### config.mk
export PLATFORM = sky130hd
export DESIGN_NAME = word_alu
export DESIGN_NICKNAME = d
export VERILOG_FILES = /design/src/rtl/walu_pkg.sv /design/src/rtl/alu_addsub.sv /design/src/rtl/alu_logic.sv /design/src/rtl/alu_flag_eval.sv /design/src/rtl/word_alu.sv
export SDC_FILE = /design/constraint.sdc
export NUM_CORES = 1
export LEC_CHECK = 0
export ABC_AREA = 1
export CAP_MARGIN = 0
export CELL_PAD_IN_SITES_DETAIL_PLACEMENT = 1
export CELL_PAD_IN_SITES_GLOBAL_PLACEMENT = 1
export CORE_MARGIN = 5
export CORE_UTILIZATION = 45
export CTS_BUF_LIST = sky130_fd_sc_hd__clkbuf_16
export CTS_CLUSTER_SIZE = 24
export DETAILED_ROUTE_END_ITERATION = 12
export DONT_BUFFER_PORTS = 1
export PLACE_DENSITY_LB_ADDON = 0.1
export REMOVE_ABC_BUFFERS = 1
export SLEW_MARGIN = 20
export SYNTH_ARGS = -nofsm -noshare
export SYNTH_HDL_FRONTEND = slang
export SYNTH_HIERARCHICAL = 1
export SYNTH_SLANG_ARGS = --single-unit
### constraint.sdc
create_clock -name clk -period 4.3 [get_ports clk]
set_input_delay 0 -clock clk [delete_from_list [all_inputs] [get_ports clk]]
set_output_delay 0 -clock clk [all_outputs]
set_load 0.005 [all_outputs]
### src/rtl/walu_pkg.sv
package walu_pkg;

    typedef enum logic [3:0] {
        OP_ADD = 4'd0,
        OP_ADC = 4'd1,
        OP_SUB = 4'd2,
        OP_SBB = 4'd3,
        OP_CMP = 4'd4,
        OP_INC = 4'd5,
        OP_DEC = 4'd6,
        OP_NEG = 4'd7,
        OP_AND = 4'd8,
        OP_OR  = 4'd9,
        OP_XOR = 4'd10,
        OP_NOT = 4'd11,
        OP_SHL = 4'd12,
        OP_SHR = 4'd13,
        OP_SXT = 4'd14,
        OP_NOP = 4'd15
    } alu_op_e;

    typedef enum logic [1:0] {
        UPD_ALL,
        UPD_KEEP_CF,
        UPD_NONE
    } flag_upd_e;

    typedef struct packed {
        logic ovf;
        logic sgn;
        logic zro;
        logic par;
        logic aux;
        logic cry;
    } alu_flags_t;

    typedef struct packed {
        logic      use_arith;
        logic      sub;
        logic      zero_x;
        logic      one_y;
        logic      cin_from_cf;
        flag_upd_e upd;
        logic      wr;
    } alu_ctrl_t;

    function automatic logic even_ones8(input logic [7:0] v);
        return ~(^v);
    endfunction

    function automatic alu_ctrl_t decode_op(input alu_op_e op);
        alu_ctrl_t c;
        c = '{use_arith: 1'b0, sub: 1'b0, zero_x: 1'b0, one_y: 1'b0,
              cin_from_cf: 1'b0, upd: UPD_ALL, wr: 1'b1};
        case (op)
            OP_ADD: c.use_arith = 1'b1;
            OP_ADC: begin c.use_arith = 1'b1; c.cin_from_cf = 1'b1; end
            OP_SUB: begin c.use_arith = 1'b1; c.sub = 1'b1; end
            OP_SBB: begin c.use_arith = 1'b1; c.sub = 1'b1; c.cin_from_cf = 1'b1; end
            OP_CMP: begin c.use_arith = 1'b1; c.sub = 1'b1; c.wr = 1'b0; end
            OP_INC: begin c.use_arith = 1'b1; c.one_y = 1'b1; c.upd = UPD_KEEP_CF; end
            OP_DEC: begin c.use_arith = 1'b1; c.sub = 1'b1; c.one_y = 1'b1; c.upd = UPD_KEEP_CF; end
            OP_NEG: begin c.use_arith = 1'b1; c.sub = 1'b1; c.zero_x = 1'b1; end
            OP_NOT: c.upd = UPD_NONE;
            OP_SXT: c.upd = UPD_NONE;
            OP_NOP: begin c.upd = UPD_NONE; c.wr = 1'b0; end
            default: ;
        endcase
        return c;
    endfunction

endpackage

### src/rtl/alu_addsub.sv
module alu_addsub #(
    parameter int DW = 16
) (
    input  logic [DW-1:0] x,
    input  logic [DW-1:0] y,
    input  logic          cin,
    input  logic          sub,
    input  logic          is_word,
    output logic [DW-1:0] sum,
    output logic          cry,
    output logic          aux,
    output logic          ovf
);
    localparam int HW = DW / 2;

    logic [DW-1:0] yy;
    logic          cc;
    logic [DW:0]   wsum;
    logic [HW:0]   bsum;
    logic          co, xm, ym, rm;

    always_comb begin
        yy   = sub ? ~y : y;
        cc   = sub ? ~cin : cin;
        wsum = {1'b0, x} + {1'b0, yy} + {{DW{1'b0}}, cc};
        bsum = {1'b0, x[HW-1:0]} + {1'b0, yy[HW-1:0]} + {{HW{1'b0}}, cc};
        sum  = is_word ? wsum[DW-1:0] : {{HW{1'b0}}, bsum[HW-1:0]};
        co   = is_word ? wsum[DW] : bsum[HW];
        cry  = co ^ sub;
        aux  = x[4] ^ yy[4] ^ wsum[4] ^ sub;
        xm   = is_word ? x[DW-1]  : x[HW-1];
        ym   = is_word ? yy[DW-1] : yy[HW-1];
        rm   = is_word ? wsum[DW-1] : bsum[HW-1];
        ovf  = (xm == ym) && (rm != xm);
    end

endmodule

### src/rtl/alu_logic.sv
module alu_logic
    import walu_pkg::*;
#(
    parameter int DW = 16
) (
    input  alu_op_e       op,
    input  logic [DW-1:0] a,
    input  logic [DW-1:0] b,
    input  logic          is_word,
    output logic [DW-1:0] res,
    output logic          cry,
    output logic          ovf
);
    localparam int HW = DW / 2;

    logic [DW-1:0] wmask, am, bm;
    logic          top_a;

    always_comb begin
        wmask = is_word ? {DW{1'b1}} : {{HW{1'b0}}, {HW{1'b1}}};
        am    = a & wmask;
        bm    = b & wmask;
        top_a = is_word ? a[DW-1] : a[HW-1];
        res   = '0;
        cry   = 1'b0;
        ovf   = 1'b0;
        case (op)
            OP_AND: res = am & bm;
            OP_OR:  res = am | bm;
            OP_XOR: res = am ^ bm;
            OP_NOT: res = ~am & wmask;
            OP_SHL: begin
                res = (am << 1) & wmask;
                cry = top_a;
                ovf = (is_word ? res[DW-1] : res[HW-1]) ^ top_a;
            end
            OP_SHR: begin
                res = am >> 1;
                cry = a[0];
                ovf = top_a;
            end
            OP_SXT: res = {{HW{a[HW-1]}}, a[HW-1:0]};
            default: ;
        endcase
    end

endmodule

### src/rtl/alu_flag_eval.sv
module alu_flag_eval
    import walu_pkg::*;
#(
    parameter int DW = 16
) (
    input  logic [DW-1:0] res,
    input  logic          is_word,
    input  logic          cry,
    input  logic          aux,
    input  logic          ovf,
    output alu_flags_t    fl
);
    localparam int HW = DW / 2;

    always_comb begin
        fl.cry = cry;
        fl.aux = aux;
        fl.ovf = ovf;
        fl.par = even_ones8(res[7:0]);
        fl.zro = is_word ? (res == '0) : (res[HW-1:0] == '0);
        fl.sgn = is_word ? res[DW-1] : res[HW-1];
    end

endmodule

### src/rtl/word_alu.sv
module word_alu
    import walu_pkg::*;
#(
    parameter int DW = 16
) (
    input  logic          clk,
    input  logic          rst,
    input  logic          op_valid,
    input  logic [3:0]    op_sel,
    input  logic          is_word,
    input  logic [DW-1:0] opnd_a,
    input  logic [DW-1:0] opnd_b,
    output logic [DW-1:0] result,
    output logic          res_wr,
    output logic [5:0]    flags
);
    localparam int HW = DW / 2;

    alu_op_e    op;
    alu_ctrl_t  ctl;
    alu_flags_t flags_q, flags_n, eval_fl;

    logic [DW-1:0] ax, ay, asum, lres;
    logic          acin, acry, aaux, aovf, lcry, lovf;
    logic          sel_cry, sel_aux, sel_ovf;

    assign op  = alu_op_e'(op_sel);
    assign ctl = decode_op(op);

    always_comb begin
        ax   = ctl.zero_x ? '0 : opnd_a;
        ay   = ctl.zero_x ? opnd_a : (ctl.one_y ? {{(DW-1){1'b0}}, 1'b1} : opnd_b);
        acin = ctl.cin_from_cf ? flags_q.cry : 1'b0;
    end

    alu_addsub #(.DW(DW)) u_addsub (
        .x(ax), .y(ay), .cin(acin), .sub(ctl.sub), .is_word(is_word),
        .sum(asum), .cry(acry), .aux(aaux), .ovf(aovf)
    );

    alu_logic #(.DW(DW)) u_logic (
        .op(op), .a(opnd_a), .b(opnd_b), .is_word(is_word),
        .res(lres), .cry(lcry), .ovf(lovf)
    );

    always_comb begin
        result  = ctl.use_arith ? asum : lres;
        sel_cry = ctl.use_arith ? acry : lcry;
        sel_aux = ctl.use_arith ? aaux : 1'b0;
        sel_ovf = ctl.use_arith ? aovf : lovf;
        res_wr  = ctl.wr;
    end

    alu_flag_eval #(.DW(DW)) u_flags (
        .res(result), .is_word(is_word), .cry(sel_cry), .aux(sel_aux),
        .ovf(sel_ovf), .fl(eval_fl)
    );

    always_comb begin
        flags_n = flags_q;
        if (op_valid) begin
            case (ctl.upd)
                UPD_ALL:     flags_n = eval_fl;
                UPD_KEEP_CF: begin flags_n = eval_fl; flags_n.cry = flags_q.cry; end
                default:     flags_n = flags_q;
            endcase
        end
    end

    always_ff @(posedge clk) begin
        if (rst) flags_q <= '0;
        else     flags_q <= flags_n;
    end

    assign flags = flags_q;

    // flags hold while no operation is applied
    p_idle_hold_r1: assert property (@(posedge clk) disable iff (rst)
        !op_valid |=> $stable(flags));

    // compare never requests a write-back
    p_cmp_nowrite_r4: assert property (@(posedge clk) disable iff (rst)
        (op_sel == 4'd4) |-> !res_wr);

    // increment and decrement preserve the stored carry
    p_incdec_cf_r5: assert property (@(posedge clk) disable iff (rst)
        (op_valid && (op_sel == 4'd5 || op_sel == 4'd6)) |=> (flags[0] == $past(flags[0])));

    // logical operations leave CF, AF and OF cleared
    p_logic_clear_r7: assert property (@(posedge clk) disable iff (rst)
        (op_valid && (op_sel == 4'd8 || op_sel == 4'd9 || op_sel == 4'd10))
        |=> (flags[0] == 1'b0 && flags[1] == 1'b0 && flags[5] == 1'b0));

    // complement touches no flag
    p_not_hold_r8: assert property (@(posedge clk) disable iff (rst)
        (op_sel == 4'd11) |=> $stable(flags));

    // a zero result cannot also be negative
    p_zf_sf_excl_r11: assert property (@(posedge clk) disable iff (rst)
        !(flags[3] && flags[4]));

    // byte results keep the upper byte clear
    p_byte_upper_r13: assert property (@(posedge clk) disable iff (rst)
        (!is_word && op_sel != 4'd14) |-> (result[DW-1:HW] == '0));

endmodule

==> results.json, run 1 <==
{
  "clk_latency_ns": 0.22,
  "wl_per_cell_um": 16.8,
  "area_growth_syn_to_layout_pct": 0.915,
  "fin_skew_ns": 0.000660,
  "cts_root_buf": "clkbuf_16",
  "crit_family": "simple AND/OR/NAND/NOR gates",
  "status": "complete, no violations",
  "power_per_cell_area_nw_per_um2": 209,
  "switching_power_mw": 0.465,
  "p_sw_frac": 0.537,
  "worstMarginPinSlew_ns": 0.998,
  "crit_slowest_cell": "fa_1",
  "combPwrFrac": 0.751,
  "p_seq_frac": 0.079,
  "hold_class": "in2reg",
  "fmax_ghz": 0.276,
  "clock_sinks": 6,
  "worstReg2RegEnd": "flags[2]$_SDFFE_PP0P_",
  "ys.flop_type": "dfxtp_1",
  "fin_nets": 824,
  "ys_seq_area_frac": 0.0293,
  "clk_pin_slew_worst_paths_ns": 0.03,
  "final_cell_area_um2": 4140,
  "min_from": "is_word",
  "dr.first_iter.drc_count": 237,
  "h-tree-depth": 1,
  "clk_path_buf_depth": 2,
  "synth_edf_count": 0,
  "dieArea_um2": 11100,
  "grt_start_max_net_pins": 40,
  "reg2reg_from": "flags[0]$_SDFFE_PP0P_",
  "synthCells": 753,
  "die_h_um": 105,
  "grt_pass1_vias": 4782,
  "hold_violations": 0,
  "rr_worst_depth": 18,
  "synth.avg_cell_area_um2": 5.45,
  "syn_area_um2": 4100,
  "ioPinCount": 63,
  "antenna_cells": 0,
  "grt_usage": 0.251,
  "finalMaxSlewViolations": 0,
  "wl_um": 14100,
  "cts_resized": 0,
  "post_cts_buffers": 0,
  "crit_fanout": 4,
  "detail-route-antenna-nets": 0,
  "placed_cell_area_um2": 4050,
  "pwr-share-clk": 0.170,
  "coreArea_um2": 8810,
  "whs_endpoint": "flags[4]$_SDFFE_PP0P_",
  "slowest_delay_ns": 0.42,
  "crit_buf_inv": 1,
  "initial_core_util": 0.466,
  "critPathRequiredTime_ns": 4.46,
  "chipWidth_um": 105,
  "critPathLaunchType": "flop",
  "arrival_ns": 3.79,
  "viasPerCell": 5.53,
  "multi_input_area_um2": 3330,
  "dp_hpwl_um": 11600,
  "crit_type": "reg2reg",
  "cts_hold_buf": 1,
  "hold_depth": 4,
  "fillCellCount": 1357,
  "crit_path_end_kind": "flop",
  "peakVddDrop_v": 0.000234,
  "firstDrtPassIters": 4,
  "synth-async-reset-ratio": 0,
  "via_count": 4626,
  "antenna_found_initial": 0,
  "final-instance-count-excl-fill": 837,
  "grt_pass1_wl_um": 23200,
  "p_total_mw": 0.866,
  "rsz0062_at_grt": "no",
  "ys_ff_latch": 6,
  "rrSetupSlack_ns": 0.67,
  "placedCellCount": 833,
  "seq_area_um2": 120,
  "p_leak_nw": 2.55,
  "synth_cell_types": 36,
  "max-cap-violations": 0,
  "cts_tree": "built",
  "finalSetupViolCount": 0,
  "largest_reg_flops": 6,
  "cts_buffers": 3,
  "portBuffers": 0,
  "layout-drive-gt1-share": 0.0782,
  "overflow": 0,
  "fin_crit_sh": 0.844,
  "tns_ns": 0,
  "p_int_mw": 0.401,
  "period_needed_ns": 3.63,
  "path_cells": "nand2_1 -> nor3_1 -> xor2_1 -> fa_1 -> fa_1 -> nand3_1 -> nand2_2 -> a21oi_2 -> xnor2_1 -> nand2_1 -> nand2_1 -> inv_1 -> ha_1 -> xor2_1 -> nor2_1 -> nor2_1 -> nor3_1 -> nor2_1",
  "holdWs_ns": 0.0693,
  "placementRows": 34,
  "max_slew_margin": 0.334,
  "ys_warn_count": 6,
  "place_congestion": 0.899,
  "drc": 0
}
-- cell usage in the layout (no fill, tap or decap), drive strengths merged --
| master | netlist | layout |
|---|---|---|
| nor2 | 115 | 115 |
| clkbuf | 6 | 3 |
| a31oi | 1 | 1 |
| o21bai | 2 | 2 |
| nand4 | 3 | 3 |
| or2 | 1 | 1 |
| nand2 | 215 | 215 |
| nand2b | 1 | 1 |
| xnor2 | 3 | 3 |
| nand3b | 8 | 8 |
| clkinv | 3 | 3 |
| ha | 51 | 51 |
| dfxtp | 6 | 6 |
| buf | 29 | 7 |
| a21oi | 21 | 21 |
| dlygate4sd3 | 0 | 1 |
| nor3 | 12 | 12 |
| inv | 108 | 108 |
| o211ai | 1 | 1 |
| xor2 | 24 | 24 |
| fa | 2 | 2 |
| nand3 | 111 | 111 |
| o21ai | 30 | 30 |
-- cells by family (layout without fill, tap and decap cells) --
kind of cell | count (synthesis) | after routing | share of synthesized area
simple gates | 466 | 466 | 0.501
buf+inv | 146 | 122 | 0.161
compound gates | 55 | 55 | 0.0833
fa+ha+maj | 53 | 53 | 0.165
xor+xnor | 27 | 27 | 0.0595
flops | 6 | 6 | 0.0293
-- synthesized netlist by cell type, types with 4 or more instances --
cell	instances	area, um^2
buf_2	9	45.0
clkbuf_1	6	22.5
ha_1	51	638
inv_1	102	383
o21ai_1	10	50.1
dfxtp_1	6	120
buf_4	13	97.6
nand3b_1	8	60.1
a21oi_1	17	85.1
nand2_2	6	37.5
inv_2	6	22.5
nand3_2	5	50.1
nor2_4	4	45.0
nand3_1	104	521
nor3_1	10	50.1
o21ai_2	10	87.6
nand2_1	209	785
buf_6	7	78.8
xor2_1	23	201
nor2_1	109	409
a21oi_2	4	35.0
o21ai_0	10	50.1
-- power groups by stage --
stage / sequential [mW] / combinational (mW) / clock [mW]
final: 0.0682 / 0.651 / 0.147
after detailed placement: 0.0690 / 0.642 / 0
after global routing: 0.0689 / 0.732 / 0.152
after floorplan: 0.0674 / 0.480 / 0
after global placement: 0.0687 / 0.616 / 0
after CTS: 0.0684 / 0.649 / 0.149
-- layout make-up --
class / count / share of cell area
timing repair buffer: 8 / 0.0151
tap: 108 / 0.0326
sequential: 6 / 0.0290
multi-input combinational: 601 / 0.804
clock buffer: 3 / 0.0181
inverter: 111 / 0.101
-- per-stage QoR --
step	util	worst slack, ns
global route	0.470	0.388
detailed placement	0.460	0.622
floorplan	-	0.226
CTS	0.470	0.741
global placement	0.460	0.841
finish	0.470	0.670
-- layer usage --
| layer | vias up | wire length [um] | track usage |
|---|---|---|---|
| met1 | 2171 | 6120 | 0.312 |
| met5 | - | 0 | 0 |
| met2 | 113 | 6820 | 0.451 |
| met4 | 0 | 390 | 0.0750 |
| met3 | 30 | 754 | 0.0287 |
| li1 | 2312 | - | - |
-- worst reg2reg max path, stage by stage (launching register included) --
cell and delay [ns]:
dfxtp_1 0.37, nand2_1 0.07, nor3_1 0.22, xor2_1 0.17, fa_1 0.43, fa_1 0.41, nand3_1 0.10, nand2_2 0.11
a21oi_2 0.22, xnor2_1 0.16, nand2_1 0.07, nand2_1 0.12, inv_1 0.06, ha_1 0.30, xor2_1 0.22, nor2_1 0.06
nor2_1 0.28, nor3_1 0.11, nor2_1 0.10
-- how the worst max path moves through the flow --
stage / startpoint / end / slack (ns) / depth (start not counted)
2_1_floorplan: op_sel[0] / flags[2]$_SDFFE_PP0P_ / 0.23 / 20
3_3_place_gp: op_sel[2] / flags[2]$_SDFFE_PP0P_ / 0.84 / 21
3_5_place_dp: op_sel[2] / flags[2]$_SDFFE_PP0P_ / 0.62 / 21
4_1_cts: flags[0]$_SDFFE_PP0P_ / flags[2]$_SDFFE_PP0P_ / 0.74 / 19
5_1_grt: flags[0]$_SDFFE_PP0P_ / flags[2]$_SDFFE_PP0P_ / 0.39 / 19
6_report: flags[0]$_SDFFE_PP0P_ / flags[2]$_SDFFE_PP0P_ / 0.67 / 18
(Power assumes the default switching activity.)
==> run 2, diff against run 1 <==
- clock period: 4.3 -> 3.7 ns (I/O delays scaled with it)
==> run 2 against run 1 <==
Worst setup slack worse by 0.39 ns. Clock skew is 0.0030 ns higher. Highest routed layer unchanged. Clock power is 18% higher. Die area stayed put. Utilization is 0.71 points higher. Via count is 1.2% higher. Sequential cell count stayed put. Count of clock-buffer cells in the layout stayed put. Cell area is 1.5% higher. Maximum frequency is 6.1% higher. Worst hold slack better by 0.016 ns.
==> results.json, run 2 (synthesis results as in run 1) <==
{
  "grt_start_max_net_pins": 49,
  "critPathRequiredTime_ns": 3.81,
  "antenna_cells": 0,
  "critPathLaunchType": "flop",
  "firstDrtPassIters": 4,
  "final_cell_mix": "nand2_1, nor2_1, nand3_1",
  "p_total_mw": 1.03,
  "antenna_found_initial": 0,
  "final_cell_area_um2": 4200,
  "layout-drive-gt1-share": 0.0858,
  "final_common_cell": "nand2_1",
  "max_slew_margin": 0.569,
  "dp_hpwl_um": 11700,
  "grt_usage": 0.258,
  "wl_um": 14400,
  "coreArea_um2": 8810,
  "portBuffers": 0,
  "slowest_delay_ns": 0.46,
  "crit_fanout": 4,
  "fin_skew_ns": 0.00362,
  "max-cap-violations": 0,
  "period_needed_ns": 3.42,
  "chipWidth_um": 105,
  "via_count": 4681,
  "clk_latency_ns": 0.23,
  "crit_type": "reg2reg",
  "dieArea_um2": 11100,
  "cts_buffers": 3,
  "die_h_um": 105,
  "area_growth_syn_to_layout_pct": 2.44,
  "h-tree-depth": 1,
  "fin_nets": 829,
  "hold_class": "in2reg",
  "tns_ns": 0,
  "post_cts_buffers": 0,
  "grt_pass1_wl_um": 23800,
  "cts_root_buf": "clkbuf_16",
  "preCtsSetupSlack_ns": 0.244,
  "overflow": 0,
  "place_congestion": 0.907,
  "fin_crit_sh": 0.925,
  "finalMaxSlewViolations": 0,
  "fmax_ghz": 0.292,
  "crit_family": "adder cells",
  "clk_path_buf_depth": 2,
  "power_per_cell_area_nw_per_um2": 245,
  "fin_ws_ns": 0.279,
  "wl_per_cell_um": 17.1,
  "initial_core_util": 0.466,
  "hold_violations": 0,
  "placedCellCount": 838,
  "largest_reg_flops": 6,
  "viasPerCell": 5.56,
  "arrival_ns": 3.53,
  "status": "complete, no violations",
  "ioPinCount": 63,
  "detail-route-antenna-nets": 0,
  "dr.first_iter.drc_count": 215,
  "rr_worst_depth": 19,
  "finalSetupViolCount": 0,
  "path_cells": "nand2_1 -> nor3_2 -> xor2_1 -> fa_1 -> fa_1 -> nand3_1 -> nand2_2 -> a21oi_4 -> xnor2_1 -> nand2_1 -> nand2_1 -> inv_1 -> ha_1 -> xor2_1 -> nand2_1 -> inv_1 -> nor2_1 -> nor3_1 -> nor2_1",
  "crit_slowest_cell": "fa_1",
  "drc": 0,
  "crit_path_end_kind": "flop",
  "hold_depth": 4,
  "holdWs_ns": 0.0855,
  "worstMarginPinSlew_ns": 0.642,
  "clock_sinks": 6,
  "grt_pass1_vias": 4751,
  "p_leak_nw": 2.58,
  "fin_util": 0.477,
  "crit_path_frequent_cell": "nand2_1",
  "cts_tree": "built",
  "fillCellCount": 1321,
  "placementRows": 34,
  "crit_buf_inv": 2,
  "clk_pin_slew_worst_paths_ns": 0.03,
  "placed_cell_area_um2": 4100,
  "peakVddDrop_v": 0.000178,
  "final-instance-count-excl-fill": 842,
  "path_depth": 19
}
==> run 2: layout make-up <==
cell class | instances | area, um^2 | area share
well taps | 108 | 135 | 0.0322
multi-input cells | 601 | 3340 | 0.795
flip-flops and latches | 6 | 120 | 0.0286
inverters | 111 | 418 | 0.0995
clock buffers | 3 | 75.1 | 0.0179
repair buffers | 13 | 113 | 0.0268
==> run 2: path summary, 6_finish.rpt <==
path,start,end,slack [ns]
worst max-delay path,flags[0]$_SDFFE_PP0P_,flags[2]$_SDFFE_PP0P_,0.28
worst min-delay path,op_sel[3],flags[0]$_SDFFE_PP0P_,0.09
worst max register to register,flags[0]$_SDFFE_PP0P_,flags[2]$_SDFFE_PP0P_,0.28
worst min register to register,flags[0]$_SDFFE_PP0P_,flags[0]$_SDFFE_PP0P_,0.56
==> run 2: worst register-to-register path, delay by kind of cell, from the launching register on <==
family / cells / cell delay, ns
adders and majority gates: 3 / 1.18
DFF: 1 / 0.38
xor gates and xnor gates: 3 / 0.44
buffers and inverters: 2 / 0.10
AOI/OAI and AO/OA: 1 / 0.19
and+or+nand+nor: 10 / 1.02
==> run 2: timing repair <==
item | 4_1_cts | 5_1_grt
gates resized for setup | 0 | 2
hold buffers | 1 | 0
setup endpoints to repair | 0 | 2
endpoints found under the hold margin | 1 | 0
==> run 2: metal layers <==
| metal | track usage | part of all wire |
|---|---|---|
| met2 | 0.462 | 0.49 |
| met4 | 0.0562 | 0.017 |
| met3 | 0.0373 | 0.062 |
| met1 | 0.327 | 0.43 |
| met5 | 0 | 0 |
==> run 2: report_power, final <==
part / switching, mW / internal (mW) / total (mW)
sequential: 0.00671 / 0.0731 / 0.0799
combinational: 0.507 / 0.268 / 0.775
clock: 0.0350 / 0.139 / 0.174
total: 0.549 / 0.479 / 1.03
